### src/rtl/vlfd_pkg.sv
// Shared types and opcode classification for the fetch/decode block.
// Assumes a 6-bit opcode in the top bits of the first halfword.
package vlfd_pkg;

    localparam int HW_W   = 16;
    localparam int WORD_W = 2 * HW_W;

    typedef enum logic [1:0] {
        S_ISSUE = 2'd0,
        S_WAIT  = 2'd1,
        S_HOLD  = 2'd2
    } fetch_st_e;

    typedef struct packed {
        logic [2:0]        fmt;
        logic              long_ins;
        logic [5:0]        opcode;
        logic [4:0]        reg2;
        logic [4:0]        reg1;
        logic [3:0]        cond;
        logic [5:0]        subop;
        logic [WORD_W-1:0] imm;
        logic [WORD_W-1:0] disp;
        logic              illegal;
    } dec_t;

    // Map an opcode onto its field layout number (1..7)
    function automatic logic [2:0] fmt_of(input logic [5:0] op);
        logic [2:0] f;
        if (op[5:4] == 2'b00)        f = 3'd1;
        else if (op[5:4] == 2'b01)   f = 3'd2;
        else if (op[5:3] == 3'b100)  f = 3'd3;
        else if (op[5:2] == 4'b1010) f = 3'd4;
        else if (op[5:2] == 4'b1011) f = 3'd7;
        else if (op[5:3] == 3'b110)  f = 3'd5;
        else if (op[5:2] == 4'b1110) f = 3'd5;
        else                         f = 3'd6;
        return f;
    endfunction

endpackage

### src/rtl/vlfd_fetch.sv
// Fetch sequencer: issues halfword reads at PC (+2 for the second unit),
// assembles the instruction word, holds it until accepted, advances PC.
// Assumes at most one read outstanding; responses arrive in order.
module vlfd_fetch
    import vlfd_pkg::*;
#(
    parameter int               ADDR_W   = 32,
    parameter logic [ADDR_W-1:0] RESET_PC = '0
) (
    input  logic              clk,
    input  logic              rst_n,
    input  logic              flush,
    input  logic [ADDR_W-1:0] flush_pc,
    output logic              rd_req,
    output logic [ADDR_W-1:0] rd_addr,
    input  logic              rd_rsp_valid,
    input  logic [HW_W-1:0]   rd_rsp_data,
    input  logic              out_ready,
    output logic              out_valid,
    output logic [ADDR_W-1:0] out_pc,
    output logic [WORD_W-1:0] out_word
);

    localparam logic [ADDR_W-1:0] STEP_SHORT = ADDR_W'(2);
    localparam logic [ADDR_W-1:0] STEP_LONG  = ADDR_W'(4);

    fetch_st_e          st;
    logic [ADDR_W-1:0]  pc;
    logic               unit;
    logic               drop;
    logic               long_q;
    logic [HW_W-1:0]    hi;
    logic [WORD_W-1:0]  word;
    logic               first_long;

    // Length of the instruction whose first halfword is arriving
    assign first_long = (fmt_of(rd_rsp_data[15:10]) >= 3'd4);

    // Request only from the issue state, never during a flush or stale wait
    assign rd_req    = (st == S_ISSUE) && !drop && !flush;
    assign rd_addr   = unit ? (pc + STEP_SHORT) : pc;
    assign out_valid = (st == S_HOLD);
    assign out_pc    = pc;
    assign out_word  = word;

    // Fetch state, PC, unit index and assembly registers
    always_ff @(posedge clk) begin
        if (!rst_n) begin
            st     <= S_ISSUE;
            pc     <= RESET_PC;
            unit   <= 1'b0;
            drop   <= 1'b0;
            long_q <= 1'b0;
            hi     <= '0;
            word   <= '0;
        end else if (flush) begin
            pc     <= flush_pc;
            unit   <= 1'b0;
            st     <= S_ISSUE;
            drop   <= rd_rsp_valid ? 1'b0 : (drop || (st == S_WAIT));
        end else begin
            case (st)
                S_ISSUE: begin
                    if (drop) begin
                        if (rd_rsp_valid) drop <= 1'b0;
                    end else begin
                        st <= S_WAIT;
                    end
                end
                S_WAIT: begin
                    if (rd_rsp_valid) begin
                        if (!unit && first_long) begin
                            hi     <= rd_rsp_data;
                            unit   <= 1'b1;
                            st     <= S_ISSUE;
                        end else begin
                            word   <= unit ? {hi, rd_rsp_data} : {rd_rsp_data, {HW_W{1'b0}}};
                            long_q <= unit;
                            unit   <= 1'b0;
                            st     <= S_HOLD;
                        end
                    end
                end
                S_HOLD: begin
                    if (out_ready) begin
                        pc <= pc + (long_q ? STEP_LONG : STEP_SHORT);
                        st <= S_ISSUE;
                    end
                end
                default: st <= S_ISSUE;
            endcase
        end
    end


    req_pulse_chk: assert property (@(posedge clk) disable iff (!rst_n)
        rd_req |=> !rd_req);


    req_align_chk: assert property (@(posedge clk) disable iff (!rst_n)
        rd_req |-> (rd_addr[0] == 1'b0));


    hold_stable_chk: assert property (@(posedge clk) disable iff (!rst_n)
        (out_valid && !out_ready && !flush) |=> (out_valid && $stable(pc) && $stable(word)));


    pc_step_chk: assert property (@(posedge clk) disable iff (!rst_n)
        (out_valid && out_ready && !flush) |=>
            (pc == $past(pc) + ($past(long_q) ? STEP_LONG : STEP_SHORT)));


    flush_redirect_chk: assert property (@(posedge clk) disable iff (!rst_n)
        flush |=> (!out_valid && pc == $past(flush_pc) && !unit));

endmodule

### src/rtl/vlfd_decode.sv
// Combinational field extractor: splits an assembled word into fields per
// its format, applies per-opcode extension and flags illegal encodings.
// Assumes the word holds the first halfword in bits 31:16.
module vlfd_decode
    import vlfd_pkg::*;
#(
    parameter logic [5:0] BITSTR_OP   = 6'd31,
    parameter int         SUBOP_LIMIT = 16
) (
    input  logic [WORD_W-1:0] word,
    output dec_t              dec
);

    logic [4:0] field5;
    assign field5 = word[20:16];

    // Decode every field according to the layout chosen by the opcode
    always_comb begin
        dec          = '0;
        dec.opcode   = word[31:26];
        dec.fmt      = fmt_of(word[31:26]);
        dec.long_ins = (dec.fmt >= 3'd4);
        case (dec.fmt)
            3'd1: begin
                dec.reg2 = word[25:21];
                dec.reg1 = word[20:16];
            end
            3'd2: begin
                dec.reg2    = word[25:21];
                dec.imm     = word[29] ? {27'b0, field5} : {{27{field5[4]}}, field5};
                dec.illegal = (word[31:26] == BITSTR_OP) && (field5 >= 5'(SUBOP_LIMIT));
            end
            3'd3: begin
                dec.cond = word[28:25];
                dec.disp = {{23{word[24]}}, word[24:16]};
            end
            3'd4: begin
                dec.disp = {{6{word[25]}}, word[25:0]};
            end
            3'd5: begin
                dec.reg2 = word[25:21];
                dec.reg1 = word[20:16];
                dec.imm  = word[29] ? {16'b0, word[15:0]} : {{16{word[15]}}, word[15:0]};
            end
            3'd6: begin
                dec.reg2 = word[25:21];
                dec.reg1 = word[20:16];
                dec.disp = {{16{word[15]}}, word[15:0]};
            end
            default: begin
                dec.reg2    = word[25:21];
                dec.reg1    = word[20:16];
                dec.subop   = word[15:10];
                dec.illegal = (word[15:10] >= 6'(SUBOP_LIMIT));
            end
        endcase
    end

endmodule

### src/rtl/vlfd_top.sv
// Top of the variable-length fetch/decode block: connects the fetch
// sequencer to the field decoder and exposes the decoded instruction.
// Assumes the execution side raises flush on any redirect.
module vlfd_top
    import vlfd_pkg::*;
#(
    parameter int                ADDR_W   = 32,
    parameter logic [ADDR_W-1:0] RESET_PC = '0
) (
    input  logic              clk,
    input  logic              rst_n,
    input  logic              flush,
    input  logic [ADDR_W-1:0] flush_pc,
    output logic              rd_req,
    output logic [ADDR_W-1:0] rd_addr,
    input  logic              rd_rsp_valid,
    input  logic [15:0]       rd_rsp_data,
    output logic              dec_valid,
    input  logic              dec_ready,
    output logic [ADDR_W-1:0] dec_pc,
    output logic [31:0]       dec_word,
    output logic [2:0]        dec_fmt,
    output logic              dec_long,
    output logic [5:0]        dec_opcode,
    output logic [4:0]        dec_reg2,
    output logic [4:0]        dec_reg1,
    output logic [3:0]        dec_cond,
    output logic [5:0]        dec_subop,
    output logic [31:0]       dec_imm,
    output logic [31:0]       dec_disp,
    output logic              dec_illegal
);

    logic [WORD_W-1:0] word;
    dec_t              d;

    vlfd_fetch #(.ADDR_W(ADDR_W), .RESET_PC(RESET_PC)) u_fetch (
        .clk          (clk),
        .rst_n        (rst_n),
        .flush        (flush),
        .flush_pc     (flush_pc),
        .rd_req       (rd_req),
        .rd_addr      (rd_addr),
        .rd_rsp_valid (rd_rsp_valid),
        .rd_rsp_data  (rd_rsp_data),
        .out_ready    (dec_ready),
        .out_valid    (dec_valid),
        .out_pc       (dec_pc),
        .out_word     (word)
    );

    vlfd_decode u_dec (
        .word (word),
        .dec  (d)
    );

    assign dec_word    = word;
    assign dec_fmt     = d.fmt;
    assign dec_long    = d.long_ins;
    assign dec_opcode  = d.opcode;
    assign dec_reg2    = d.reg2;
    assign dec_reg1    = d.reg1;
    assign dec_cond    = d.cond;
    assign dec_subop   = d.subop;
    assign dec_imm     = d.imm;
    assign dec_disp    = d.disp;
    assign dec_illegal = d.illegal;


    long_low_zero_chk: assert property (@(posedge clk) disable iff (!rst_n)
        (dec_valid && !dec_long) |-> (dec_word[15:0] == 16'h0000));

endmodule

### config.mk
export PLATFORM = sky130hd
export DESIGN_NAME = vlfd_top
export DESIGN_NICKNAME = d
export VERILOG_FILES = /design/src/rtl/vlfd_pkg.sv /design/src/rtl/vlfd_fetch.sv /design/src/rtl/vlfd_decode.sv /design/src/rtl/vlfd_top.sv
export SDC_FILE = /design/constraint.sdc
export NUM_CORES = 1
export LEC_CHECK = 0
export CORE_MARGIN = 2
export CORE_UTILIZATION = 30
export CTS_BUF_LIST = sky130_fd_sc_hd__clkbuf_2 sky130_fd_sc_hd__clkbuf_4 sky130_fd_sc_hd__clkbuf_8
export DETAILED_ROUTE_END_ITERATION = 6
export PLACE_DENSITY_LB_ADDON = 0.08
export REMOVE_ABC_BUFFERS = 1
export SLEW_MARGIN = 40
export SYNTH_ARGS = -nofsm -noshare
export SYNTH_HDL_FRONTEND = slang
export SYNTH_SLANG_ARGS = --single-unit
### constraint.sdc
create_clock -name clk -period 2.5 [get_ports clk]
set_input_delay 0.25 -clock clk [delete_from_list [all_inputs] [get_ports clk]]
set_output_delay 0.25 -clock clk [all_outputs]
set_load 0.01 [all_outputs]
==> flow_metrics.tcl, run 1 <==
set metrics [dict create \
    status "finished, final reports clean" \
    cp.required_ns 2.25 \
    fin_nets 1001 \
    powerDensity_nw_per_um2 358.1 \
    htreeDepth 3 \
    critPathLaunchType "flop" \
    ys_seq_area_share_pct 30.83 \
    tritoncts "yes" \
    crit_arrival_ns 2.17 \
    antenna_found_initial 0 \
    synth_most_common_cell "nand2_1" \
    slowest_delay_ns 0.35 \
    dieArea_sq_um 19500 \
    crit_type "flop to output pin" \
    place.gp.congestion 0.8345 \
    viasPerCell 4.910 \
    ios 246 \
    drv_cap 0 \
    setup_viol 0 \
    syn_inst 707 \
    fin_cells 1178 \
    critPathLaunch "u_fetch.out_pc[2]" \
    track_usage_pct 20.23 \
    grt_pass1_vias 5721 \
    p_int_uw 2221 \
    grt_remaining_overflow 0 \
    cts_max_path_buffers 2 \
    p_comb_share_pct 19.1 \
    dr.pass1.iters 4 \
    wl_per_cell_um 17.01 \
    dp.cells 1160 \
    p_leak_uw 0.003608 \
    yosys-top-cells-count "nand2_1, dfxtp_1, a21boi_0, nand3_1, o21ai_0" \
    start_util_pct 30.63 \
    r2r_cells 9 \
    row_count 49 \
    p_sw_share_pct 28.25 \
    r2r_slack_ns 0.18 \
    routed_wl_um 20040 \
    synth_top_cell_by_area "dfxtp_1" \
    drv_slew 0 \
    core_sq_um 18020 \
    synth_top_area_share_pct 30.83 \
    switchingPower_uw 874.3 \
    endpoint_kind "output pin" \
    drc 0 \
    drt_iter0_drc 220 \
    ir_worst_vdd_uv 222.8 \
    worstHoldStart "rst_n" \
    post-dp-hpwl_um 15050 \
    synth_area_sq_um 5520 \
    finalHoldViolations 0 \
    n_antenna_cell 0 \
    ys_async_sr_fraction_pct 0 \
    synthTopCellsByArea "dfxtp_1, nand2_1, xnor2_1, a21boi_0, buf_4" \
    min_period_over_period_pct 96.95 \
    dr_total_vias 5784 \
    synth.distinct_cells 45 \
    period_minus_slack_ns 2.424 \
    rsz0062_at_grt "yes" \
    synth_edf_count 0 \
    die_x_um 139.7 \
    crit_chain "ha_2, nand4_1, or2_4, nor4_4, xor2_1, clkdlybuf4s15_1" \
    ys.flop_type "dfxtp_1" \
    grt_pass1_wl_um 31810 \
    syn_area_per_cell_sq_um 7.808 \
    hold-worst-slack_ns 0.4669 \
    clk_latency_ns 0.38 \
    grt_max_degree 50 \
    drive_gt1_share_pct 14.54 \
    syn2layout_area_growth_pct 56.57 \
    hp-class "primary input to flop" \
    path_clk_slew_ns 0.09 \
    maxSlewHeadroom_pct 53.31 \
    cts-root-buf "clkbuf_8" \
    fin_skew_ns 0.01092 \
    ant_nets 0 \
    numCtsBuffers 9 \
    p_seq_share_pct 47.0 \
    numPortBuffers 245 \
    crit_path_top_delay_cell "dfxtp_2" \
    ys_ff_latch 85 \
    timing.fmax_ghz 0.4126 \
    r2r_start "u_fetch.out_pc[1]" \
    power_uw 3096 \
    tightest_slew_ns 0.6987 \
    hold_depth 3 \
    yosys_warnings 0 \
    power.share.clock_pct 33.9 \
    die_y_um 139.7 \
    path_max_fanout 6 \
    cts_sinks 85 \
]
-- cells by family after synthesis --
kind of cell,synth area share (%)
adders and majority gates,1.043
DFF,30.82
muxes,3.445
and+or+nand+nor,27.40
buffers and inverters,9.180
AOI/OAI and AO/OA,18.90
xor gates and xnor gates,9.202
-- worst max-delay path: cells and delay by family, from the launching register on --
family,cells,cell delay [ns]
xor gates and xnor gates,1,0.22
adders and majority gates,1,0.18
and+or+nand+nor,3,0.79
DFF,1,0.35
buffers and inverters,1,0.27
-- layout make-up --
class | count | area (sq um)
multi-input combinational | 528 | 3426
inverter | 7 | 26.28
sequential | 85 | 1719
timing repair buffer | 313 | 2977
clock buffer | 10 | 137.6
tap | 229 | 286.5
fill | 1792 | 9382
clock inverter | 6 | 71.32
-- through the flow --
| stage | worst slack [ns] | util (%) | instance area [sq um] | TNS (ns) |
|---|---|---|---|---|
| CTS | -0.004081 | 47.54 | 8569 | -0.004081 |
| floorplan | -0.8733 | - | 5040 | -26.64 |
| detailed placement | -0.05050 | 46.06 | 8303 | -0.1275 |
| global placement | 0.08553 | 46.06 | 8303 | 0 |
| global route | -0.03343 | 47.95 | 8643 | -0.08299 |
| finish | 0.07635 | 47.95 | 8643 | 0 |
-- power by group through the flow --
stage / sequential, uW / clock, uW / combinational [uW]
after floorplan: 1520 / 0 / 172
after global placement: 1480 / 0 / 603
after detailed placement: 1480 / 0 / 606
after CTS: 1450 / 1090 / 596
after global routing: 1460 / 1150 / 637
final: 1450 / 1050 / 591
-- routing by layer --
layer  part of all wire (%)  GRT usage (%)  vias to the layer above
li1                       -              -                     2860
met3                    4.6          4.164                       21
met5                      0              0                        -
met4                    1.9          5.684                        0
met2                     47          33.28                      136
met1                     46          26.94                     2767
-- final timing paths --
| kind | endpoint |
|---|---|
| min reg2reg | u_fetch.hi[8] |
| max | rd_addr[21] |
| min | u_fetch.out_pc[12] |
| max reg2reg | u_fetch.out_pc[25] |
-- sequential cells by signal, indices dropped and copies added (netlist names) --
signal / flops
u_fetch.long_q: 1
u_fetch.drop: 1
u_fetch.out_word: 32
u_fetch.unit: 1
u_fetch.out_pc: 32
u_fetch.st: 2
u_fetch.hi: 16
-- cells in the final DEF, fill, tap and decap left out, drive strengths merged, types with 2 or more instances in the layout --
cell	Yosys	layout
nor2b	8	8
buf	54	70
o21a	3	3
nor4	10	10
xnor2	35	35
dfxtp	85	85
o211a	17	17
xor2	23	23
or3	3	3
nor3b	2	2
and3	12	12
ha	3	3
nor3	11	11
a21oi	28	28
inv	7	8
nand4	19	19
nand2	121	121
o21ai	39	39
nand2b	11	11
dlygate4sd2	0	14
clkbuf	33	13
mux2i	19	19
clkdlybuf4s50	0	220
dlymetal6s2s	0	5
nor2	28	28
nand3	37	37
a21o	19	19
a22o	8	8
nand3b	3	3
or2	2	2
and2	24	24
clkinvlp	0	2
clkinv	0	2
a21boi	37	37
-- timing repair --
item	CTS	global route
pin swaps	5	6
setup endpoints to repair	70	55
buffers inserted	1	1
resized for setup	45	32
hold buffers	0	0
Power figures use the tool's default switching activity.
==> run 2: changes to the inputs <==
--- a/config.mk
+++ b/config.mk
@@ -8,6 +8,7 @@
 export CORE_MARGIN = 2
 export CORE_UTILIZATION = 30
 export CTS_BUF_LIST = sky130_fd_sc_hd__clkbuf_2 sky130_fd_sc_hd__clkbuf_4 sky130_fd_sc_hd__clkbuf_8
+export CTS_CLUSTER_DIAMETER = 30
 export DETAILED_ROUTE_END_ITERATION = 6
 export PLACE_DENSITY_LB_ADDON = 0.08
 export REMOVE_ABC_BUFFERS = 1
==> results of run 2 <==
Final layout, timing and power as in run 1 (identical DEF).
==> run 3: changes to the inputs <==
--- a/config.mk
+++ b/config.mk
@@ -10,6 +10,7 @@
 export CTS_BUF_LIST = sky130_fd_sc_hd__clkbuf_2 sky130_fd_sc_hd__clkbuf_4 sky130_fd_sc_hd__clkbuf_8
 export CTS_CLUSTER_DIAMETER = 30
 export DETAILED_ROUTE_END_ITERATION = 6
+export GPL_TIMING_DRIVEN = 0
 export PLACE_DENSITY_LB_ADDON = 0.08
 export REMOVE_ABC_BUFFERS = 1
 export SLEW_MARGIN = 40
==> constraint.sdc (replaced) <==
create_clock -name clk -period 2.3 [get_ports clk]
set_input_delay 0.23 -clock clk [delete_from_list [all_inputs] [get_ports clk]]
set_output_delay 0.23 -clock clk [all_outputs]
set_load 0.01 [all_outputs]
==> run 3 against run 2 <==
Via count increased by 4.3%. Combinational power is 3.6% higher. The run now ends with negative setup slack left. Design area is 7.7% higher. Count of clock-buffer cells in the layout is 1 higher. Cell count increased by 2.7%. Sequential share of layout area down 0.43 points. Register-to-register slack lost 0.26 ns. Die area stayed put. Global-route usage up 0.57 points. Total power grew 8.7%.
==> flow_metrics.tcl, run 3 (same netlist as run 1, synthesis figures left out) <==
set metrics [dict create \
    fin_area_sq_um 9310 \
    cts-root-buf "clkbuf_8" \
    switchingPower_uw 947.6 \
    dp_slack_ns -0.7531 \
    hp-class "primary input to flop" \
    crit_family "simple AND/OR/NAND/NOR gates" \
    cts_hold_buf 0 \
    tns_ns -0.4047 \
    drc 0 \
    p_leak_uw 0.004278 \
    core_sq_um 18020 \
    fin_ws_ns -0.1079 \
    row_count 49 \
    min_period_over_period_pct 104.7 \
    layout_common_cells "clkdlybuf4s50_1, nand2_1, buf_4, dfxtp_1, a21boi_0" \
    p_sw_share_pct 28.16 \
    crit_path_top_delay_cell "dfxtp_4" \
    dieArea_sq_um 19500 \
    drv_slew 0 \
    crit_arrival_ns 2.18 \
    worstHoldStart "rst_n" \
    ios 246 \
    layout_commonest_cell "clkdlybuf4s50_1" \
    timing.fmax_ghz 0.4153 \
    powerDensity_nw_per_um2 361.4 \
    path_max_fanout 8 \
    grt_pass1_vias 5722 \
    cp_num_buf_inv 2 \
    grt_remaining_overflow 0 \
    r2r_slack_ns -0.08 \
    power_uw 3365 \
    drv_cap 0 \
    cts_max_path_buffers 2 \
    viasPerCell 4.988 \
    numCtsBuffers 9 \
    grt_pass1_wl_um 32500 \
    tightest_slew_ns 0.7467 \
    maxSlewHeadroom_pct 50.15 \
    critPathLaunchType "flop" \
    die_y_um 139.7 \
    post-dp-hpwl_um 14120 \
    cp.required_ns 2.07 \
    grt_max_degree 48 \
    cts_sinks 85 \
    endpoint_kind "output pin" \
    place_area_sq_um 7878 \
    status "finished with violations" \
    path_clk_slew_ns 0.09 \
    crit_chain "nand4_1, or2_4, buf_6, nor3_4, nand3_1, xnor2_1, buf_2" \
    power.share.clock_pct 34.0 \
    track_usage_pct 20.80 \
    crit_type "flop to output pin" \
    routed_wl_um 21420 \
    place.gp.congestion 0.7969 \
    period_minus_slack_ns 2.408 \
    numPortBuffers 245 \
    p_int_uw 2417 \
    syn2layout_area_growth_pct 68.65 \
    antenna_found_initial 0 \
    hold-worst-slack_ns 0.2881 \
    rsz0062_at_grt "yes" \
    ir_worst_vdd_uv 235.8 \
    drive_gt1_share_pct 24.36 \
    violations "negative setup slack" \
    htreeDepth 3 \
    finalHoldViolations 0 \
    start_util_pct 30.63 \
    dr.pass1.iters 5 \
    p_comb_share_pct 18.2 \
    drt_iter0_drc 348 \
    fin_skew_ns 0.01613 \
    r2r_cells 11 \
    min_to "u_fetch.hi[15]" \
    fillers 1763 \
    ant_nets 0 \
    rr_endpoint "u_fetch.out_pc[23]" \
    die_x_um 139.7 \
    n_antenna_cell 0 \
    r2r_start "u_fetch.out_pc[1]" \
    slowest_delay_ns 0.40 \
    setup_viol 8 \
    p_seq_share_pct 47.8 \
    clk_latency_ns 0.37 \
    tritoncts "yes" \
    fin_nets 1033 \
    dr_total_vias 6035 \
    hold_depth 2 \
    wl_per_cell_um 17.70 \
]
## run 3: worst register-to-register path, stage by stage (launching register included)
cell,delay [ns]
dfxtp_4,0.38
buf_6,0.11
ha_4,0.12
inv_2,0.03
fa_2,0.33
nand3b_1,0.19
buf_4,0.16
buf_6,0.11
or3_4,0.42
nor3_2,0.17
xnor2_1,0.15
a21oi_1,0.08
## run 3: stage by stage
step | cells | util, %
global placement | 1094 | 43.16
global route | 1210 | 51.65
floorplan | 620 | -
detailed placement | 1099 | 43.70
CTS | 1171 | 48.97
finish | 1210 | 51.65
## run 3: how the worst max path moves through the flow
stage / slack [ns] / depth (start not counted) / end / start
6_report: -0.11 / 7 / rd_addr[25] / u_fetch.out_pc[8]
5_1_grt: -0.25 / 7 / rd_addr[25] / u_fetch.out_pc[8]
4_1_cts: -0.09 / 9 / u_fetch.out_pc[25] / u_fetch.out_pc[1]
3_5_place_dp: -0.75 / 6 / rd_addr[30] / u_fetch.unit
3_3_place_gp: -3.29 / 5 / u_fetch.out_word[19] / flush
2_1_floorplan: -1.05 / 2 / dec_imm[16] / u_fetch.out_word[31]
## run 3: per-layer routing
| layer | vias up | global-route usage, % | wire, um |
|---|---|---|---|
| met4 | 0 | 6.526 | 453 |
| met3 | 32 | 3.957 | 888 |
| li1 | 2929 | - | - |
| met2 | 175 | 34.73 | 10340 |
| met1 | 2899 | 27.21 | 9738 |
| met5 | - | 0 | 0 |
## run 3: final cells by class
cell class / instances / area [sq um] / share of cell area, %
clock buffer: 11 / 151.4 / 1.626
multi-input combinational: 530 / 3749 / 40.26
tap: 229 / 286.5 / 3.078
timing repair buffer: 343 / 3229 / 34.69
inverter: 7 / 26.28 / 0.2822
sequential: 85 / 1812 / 19.46
clock inverter: 5 / 56.30 / 0.6048
## run 3: power groups by stage
stage          Sequential (uW)  Clock, uW  Combinational [uW]
2_1_floorplan             1650          0                 187
3_3_place_gp              1650          0                 550
3_5_place_dp              1660          0                 558
4_1_cts                   1610       1190                 580
5_1_grt                   1620       1240                 660
6_report                  1610       1150                 612
## run 3: timing repair
item / 4_1_cts / 5_1_grt
setup endpoints to repair: 149 / 76
pin swaps: 26 / 38
resized for setup: 169 / 88
setup buffers: 55 / 38
gates cloned: 1 / 1
